### config.mk
export PLATFORM = sky130hd
export DESIGN_NAME = fcdb_switch_selector
export DESIGN_NICKNAME = d
export VERILOG_FILES = /design/src/rtl/fcdb_pkg.sv /design/src/rtl/fcdb_hyst_flag.sv /design/src/rtl/fcdb_leg.sv /design/src/rtl/fcdb_switch_selector.sv
export SDC_FILE = /design/constraint.sdc
export NUM_CORES = 1
export LEC_CHECK = 0
export ABC_AREA = 0
export BUFFER_PORTS_ARGS = -buffer_cell sky130_fd_sc_hd__buf_2
export CAP_MARGIN = 20
export CELL_PAD_IN_SITES_DETAIL_PLACEMENT = 0
export CELL_PAD_IN_SITES_GLOBAL_PLACEMENT = 1
export CORE_ASPECT_RATIO = 1.4
export CORE_MARGIN = 5
export CORE_UTILIZATION = 35
export DETAILED_ROUTE_END_ITERATION = 6
export PLACE_DENSITY_LB_ADDON = 0.1
export SYNTH_ARGS = -nofsm -noshare
export SYNTH_HDL_FRONTEND = slang
export SYNTH_SLANG_ARGS = --single-unit
export TNS_END_PERCENT = 5
### constraint.sdc
create_clock -name clk -period 6.6 [get_ports clk]
set_input_delay 1.32 -clock clk [delete_from_list [all_inputs] [get_ports clk]]
set_output_delay 1.32 -clock clk [all_outputs]
set_load 0.1 [all_outputs]
### src/rtl/fcdb_pkg.sv
package fcdb_pkg;

    localparam int GATE_W  = 3;
    localparam int LEVEL_W = 3;
    localparam int TOP_LVL = 4;

    typedef logic [GATE_W-1:0]  gate_t;
    typedef logic [LEVEL_W-1:0] level_t;

    typedef enum logic {
        BAL_CHARGE    = 1'b0,
        BAL_DISCHARGE = 1'b1
    } bal_t;

    // Switch pattern {outer, middle, inner} for a level seen from the leg's own pole.
    function automatic gate_t pick_state(level_t lvl, bal_t mode);
        gate_t st;
        case (lvl)
            3'd0:    st = 3'b000;
            3'd1:    st = (mode == BAL_DISCHARGE) ? 3'b010 : 3'b001;
            3'd2:    st = (mode == BAL_DISCHARGE) ? 3'b011 : 3'b100;
            3'd3:    st = (mode == BAL_DISCHARGE) ? 3'b110 : 3'b101;
            3'd4:    st = 3'b111;
            default: st = 3'b000;
        endcase
        return st;
    endfunction

    function automatic level_t mirror_level(level_t lvl);
        return level_t'(TOP_LVL) - lvl;
    endfunction

endpackage

### src/rtl/fcdb_hyst_flag.sv
module fcdb_hyst_flag
    import fcdb_pkg::*;
#(
    parameter int SAMPLE_W = 12
) (
    input  logic                clk,
    input  logic                rst,
    input  logic [SAMPLE_W-1:0] sample,
    input  logic [SAMPLE_W-1:0] setpoint,
    input  logic [SAMPLE_W-1:0] margin,
    output bal_t                mode_next,
    output bal_t                mode_q
);
    localparam int EXT_W = SAMPLE_W + 1;

    logic [EXT_W-1:0] s_ext, sp_ext, m_ext, upper, s_plus;
    logic             above, below;

    assign s_ext  = {1'b0, sample};
    assign sp_ext = {1'b0, setpoint};
    assign m_ext  = {1'b0, margin};
    assign upper  = sp_ext + m_ext;
    assign s_plus = s_ext + m_ext;
    assign above  = s_ext > upper;
    assign below  = s_plus < sp_ext;

    always_comb begin
        if (above)      mode_next = BAL_DISCHARGE;
        else if (below) mode_next = BAL_CHARGE;
        else            mode_next = mode_q;
    end

    always_ff @(posedge clk) begin
        if (rst) mode_q <= BAL_CHARGE;
        else     mode_q <= mode_next;
    end

    AST_FLAG_RISE: assert property (@(posedge clk) disable iff (rst)
        above |=> (mode_q == BAL_DISCHARGE));
    AST_FLAG_FALL: assert property (@(posedge clk) disable iff (rst)
        below |=> (mode_q == BAL_CHARGE));
    AST_FLAG_HOLD: assert property (@(posedge clk) disable iff (rst)
        (!above && !below) |=> $stable(mode_q));

endmodule

### src/rtl/fcdb_leg.sv
module fcdb_leg
    import fcdb_pkg::*;
#(
    parameter bit MIRRORED = 1'b0
) (
    input  logic   clk,
    input  logic   rst,
    input  logic   active,
    input  level_t level,
    input  bal_t   mode,
    output gate_t  gates
);
    level_t eff_level;

    generate
        if (MIRRORED) begin : g_mirror
            assign eff_level = mirror_level(level);
        end else begin : g_direct
            assign eff_level = level;
        end
    endgenerate

    always_ff @(posedge clk) begin
        if (rst)         gates <= '0;
        else if (active) gates <= pick_state(eff_level, mode);
        else             gates <= '0;
    end

    AST_LEG_IDLE_OFF: assert property (@(posedge clk) disable iff (rst)
        !active |=> (gates == 3'b000));
    AST_CHARGE_NO_DRAIN: assert property (@(posedge clk) disable iff (rst)
        (active && mode == BAL_CHARGE) |=>
            (gates != 3'b010 && gates != 3'b011 && gates != 3'b110));
    AST_DRAIN_NO_CHARGE: assert property (@(posedge clk) disable iff (rst)
        (active && mode == BAL_DISCHARGE) |=>
            (gates != 3'b100 && gates != 3'b101));

endmodule

### src/rtl/fcdb_switch_selector.sv
module fcdb_switch_selector
    import fcdb_pkg::*;
#(
    parameter int SAMPLE_W = 12
) (
    input  logic                clk,
    input  logic                rst,
    input  logic                cur_neg,
    input  logic [1:0]          region,
    input  logic                pwm,
    input  logic [SAMPLE_W-1:0] cap1_sample,
    input  logic [SAMPLE_W-1:0] cap2_sample,
    input  logic [SAMPLE_W-1:0] setpoint,
    input  logic [SAMPLE_W-1:0] margin,
    output logic [2:0]          gate_a,
    output logic [2:0]          gate_b
);
    localparam int NUM_LEGS = 2;

    level_t              level;
    logic [SAMPLE_W-1:0] caps   [NUM_LEGS];
    logic                act    [NUM_LEGS];
    gate_t               leg_g  [NUM_LEGS];

    assign level   = level_t'(region) + level_t'(pwm);
    assign caps[0] = cap1_sample;
    assign caps[1] = cap2_sample;
    assign act[0]  = !cur_neg;
    assign act[1]  = cur_neg;

    generate
        for (genvar g = 0; g < NUM_LEGS; g++) begin : g_leg
            bal_t mode_n, mode_r;

            fcdb_hyst_flag #(.SAMPLE_W(SAMPLE_W)) flag_i (
                .clk      (clk),
                .rst      (rst),
                .sample   (caps[g]),
                .setpoint (setpoint),
                .margin   (margin),
                .mode_next(mode_n),
                .mode_q   (mode_r)
            );

            fcdb_leg #(.MIRRORED(g == 1)) leg_i (
                .clk   (clk),
                .rst   (rst),
                .active(act[g]),
                .level (level),
                .mode  (mode_n),
                .gates (leg_g[g])
            );
        end
    endgenerate

    assign gate_a = leg_g[0];
    assign gate_b = leg_g[1];

    AST_RESET_OFF: assert property (@(posedge clk)
        rst |=> (gate_a == 3'b000 && gate_b == 3'b000));
    AST_ONE_LEG: assert property (@(posedge clk) disable iff (rst)
        !(gate_a != 3'b000 && gate_b != 3'b000));

endmodule

==> run metrics <==
status finished, final reports clean; power density cells 160 nW/um^2; total track usage 0.167; class of the worst hold path reg -> reg; maxcap violations 0; DR WL/cell 16.2 um; Sequential cell area approximately 160 sq um; FF-to-FF path depth 4; PostCTS Resize Cnt 0; port buffer count 59; share of post-route cells with drive strength above 1 0.183; Clock Sinks 8; Layout fillers ~900; Max Root-Sink Buffers 2; H-tree depth 1; multi-input logic area 2610 sq um; die area 10,300 sq um; Layout area overhead 17.1%; P_sw 0.245 mW; clk_lat worst skew ~0.23 ns; critical path capture point type flip-flop; number of synthesized flops with an enable pin 0; Synth Instances 358; slew margin rel. 0.644; #FFs+latches synth 8; via count 2,820; Peak supply drop 0.162 mV; fmax 201 MHz; Routed WL 8.45 mm; Hold Crit Depth 3; global-route wire length before repair between 10 and 15 mm; initial antenna violation count 0; CTS tree done; RSZ-0062 raised after global routing false; # setup viols final 0; Async SR Flop Fraction 0; vias in the first global route 3,002; Syn Nets 501; Reg power frac 0.102; DR iter-0 viols 91; critical path class in -> reg; Hold Fails Final Rpt 0; post-synth cell types 55; Sum Neg Setup Slack 0 ns; Antenna diodes 0; Yosys top cell area share 0.369; chip height 118 um; Sw Ratio 0.448; P_leak 1.74 nW; clock network fraction of total power 0.184; YS warnings 0; CP Max Fanout 5; kind of start point of the critical path primary input; CP Data Arrival Time 5.13 ns; ANT nets after route 0; worst clock skew between 0.0001 and 0.00015 ns; initial core utilization 0.358; Final Critical Period 4.96 ns; mapped cell area just under 3000 sq um; num ports 60; Final period util 0.752; Gate power share 0.714; CP required 6.77 ns; Int Power 0.301 mW; Remaining DRCs 0; Worst-path clk slew 0.04 ns; Num CTS Buffers 3; Post-synth top cells 86 x ha_1, 39 x inv_1, 26 x nor2_1, 23 x xnor2_1, 20 x a21oi_1; DP HPWL about 7.7 mm; Syn Area/Cell 8.15 sq um; root buffer cell clkbuf_16; final-stage net count 565; cts hold-fix bufs 0; # Post-CTS Setup Buffers 0; largest net degree at the start of global routing 7; area leader, netlist ha_1; Slew Limit Fails 0; ranking of synthesized cells by area ha_1 37%, xnor2_1 6.9%, dfxtp_1 5.5%; measured slew at the worst slew-check pin 0.533 ns; overall power 0.546 mW; Core Box Area approximately 8100 sq um; DIE WIDTH 87.2 um; Post-synth top flop dfxtp_1; total gr overflow 0; Placement Rows 39; first drt pass iteration count 4; top-count cell post-synth ha_1; final hold slack 0.595 ns; Vias/cell 5.40; reg2reg setup slack 5.41 ns; sequential fraction of the synthesis area 0.0549; Placer Congestion 0.850
[final timing paths]
check | start | to
hold reg to reg | g_leg[0].flag_i.mode_q$_SDFF_PP0_ | g_leg[0].flag_i.mode_q$_SDFF_PP0_
setup reg to reg | g_leg[1].flag_i.mode_q$_SDFF_PP0_ | g_leg[1].leg_i.gates[1]$_SDFF_PP0_
hold / removal | g_leg[0].flag_i.mode_q$_SDFF_PP0_ | g_leg[0].flag_i.mode_q$_SDFF_PP0_
setup / recovery | cap2_sample[1] | g_leg[1].leg_i.gates[0]$_SDFF_PP0_
[area by class of cell]
class | count | area share
clock buffers | 3 | 0.0220
multi-input cells | 311 | 0.764
inverters | 39 | 0.0429
well taps | 102 | 0.0374
flip-flops and latches | 8 | 0.0469
repair buffers | 59 | 0.0865
[logic make-up after synthesis]
kind of cell / Yosys count / share of synthesized area
AO/OA/AOI/OAI: 108 / 0.270
adder cells (fa/ha/maj): 89 / 0.390
flip-flops: 8 / 0.0549
XOR/XNOR: 29 / 0.0871
AND/OR/NAND/NOR: 85 / 0.148
buffers and inverters: 39 / 0.0502
[power by group through the flow]
stage | logic, mW | registers (mW) | clock network [mW]
2_1_floorplan | 0.267 | 0.0806 | 0
3_3_place_gp | 0.389 | 0.0566 | 0
3_5_place_dp | 0.391 | 0.0567 | 0
4_1_cts | 0.395 | 0.0560 | 0.101
5_1_grt | 0.445 | 0.0565 | 0.105
6_report | 0.390 | 0.0559 | 0.100
[registers in the layout, indices dropped and copies added (netlist names)]
signal               count
g_leg.flag_i.mode_q      2
g_leg.leg_i.gates        6
[routing by layer]
layer / part of all wire / track usage / vias up
met5: 0 / 0 / -
met4: 0.032 / 0.0547 / 0
met3: 0.047 / 0.0189 / 17
met2: 0.51 / 0.312 / 72
met1: 0.41 / 0.189 / 1269
li1: - / - / 1462
[layout by cell type (no fill, tap or decap), drive strengths merged, types with 3 or more instances in the layout]
cell      n
a211o     3
a211oi    4
a21o     14
a21oi    21
a221o     3
a221oi    4
a31oi     3
and3      3
buf      59
clkbuf    3
dfxtp     8
fa        3
ha       86
inv      39
nand2    11
nand2b    3
nand3    12
nand4     4
nor2     26
nor2b     7
nor3      7
o2111ai   5
o21a     11
o21ai    17
o21bai    6
o31a      3
or3       3
xnor2    23
xor2      6
[metrics by stage]
step                 util  worst slack (ns)  cell area [sq um]  instances
floorplan               -              1.96               2920        358
global placement    0.410              1.40               3340        519
detailed placement  0.410              1.33               3340        519
CTS                 0.419              1.59               3410        522
global route        0.419              1.29               3410        522
finish              0.419              1.64               3410        522
[critical path, stage by stage]
cell      delay, ns
buf_2          0.12
ha_1           0.29
a21o_1         0.19
a21oi_1        0.28
o21bai_1       0.10
a21oi_1        0.23
nor2b_1        0.08
o21a_1         0.19
o31a_1         0.27
o41ai_1        0.34
xnor2_1        0.17
ha_1           0.26
and3_1         0.21
a221oi_1       0.32
a31oi_1        0.24
or3_1          0.43
nand3_1        0.10
No activity file was read; power rests on OpenSTA's default activity.
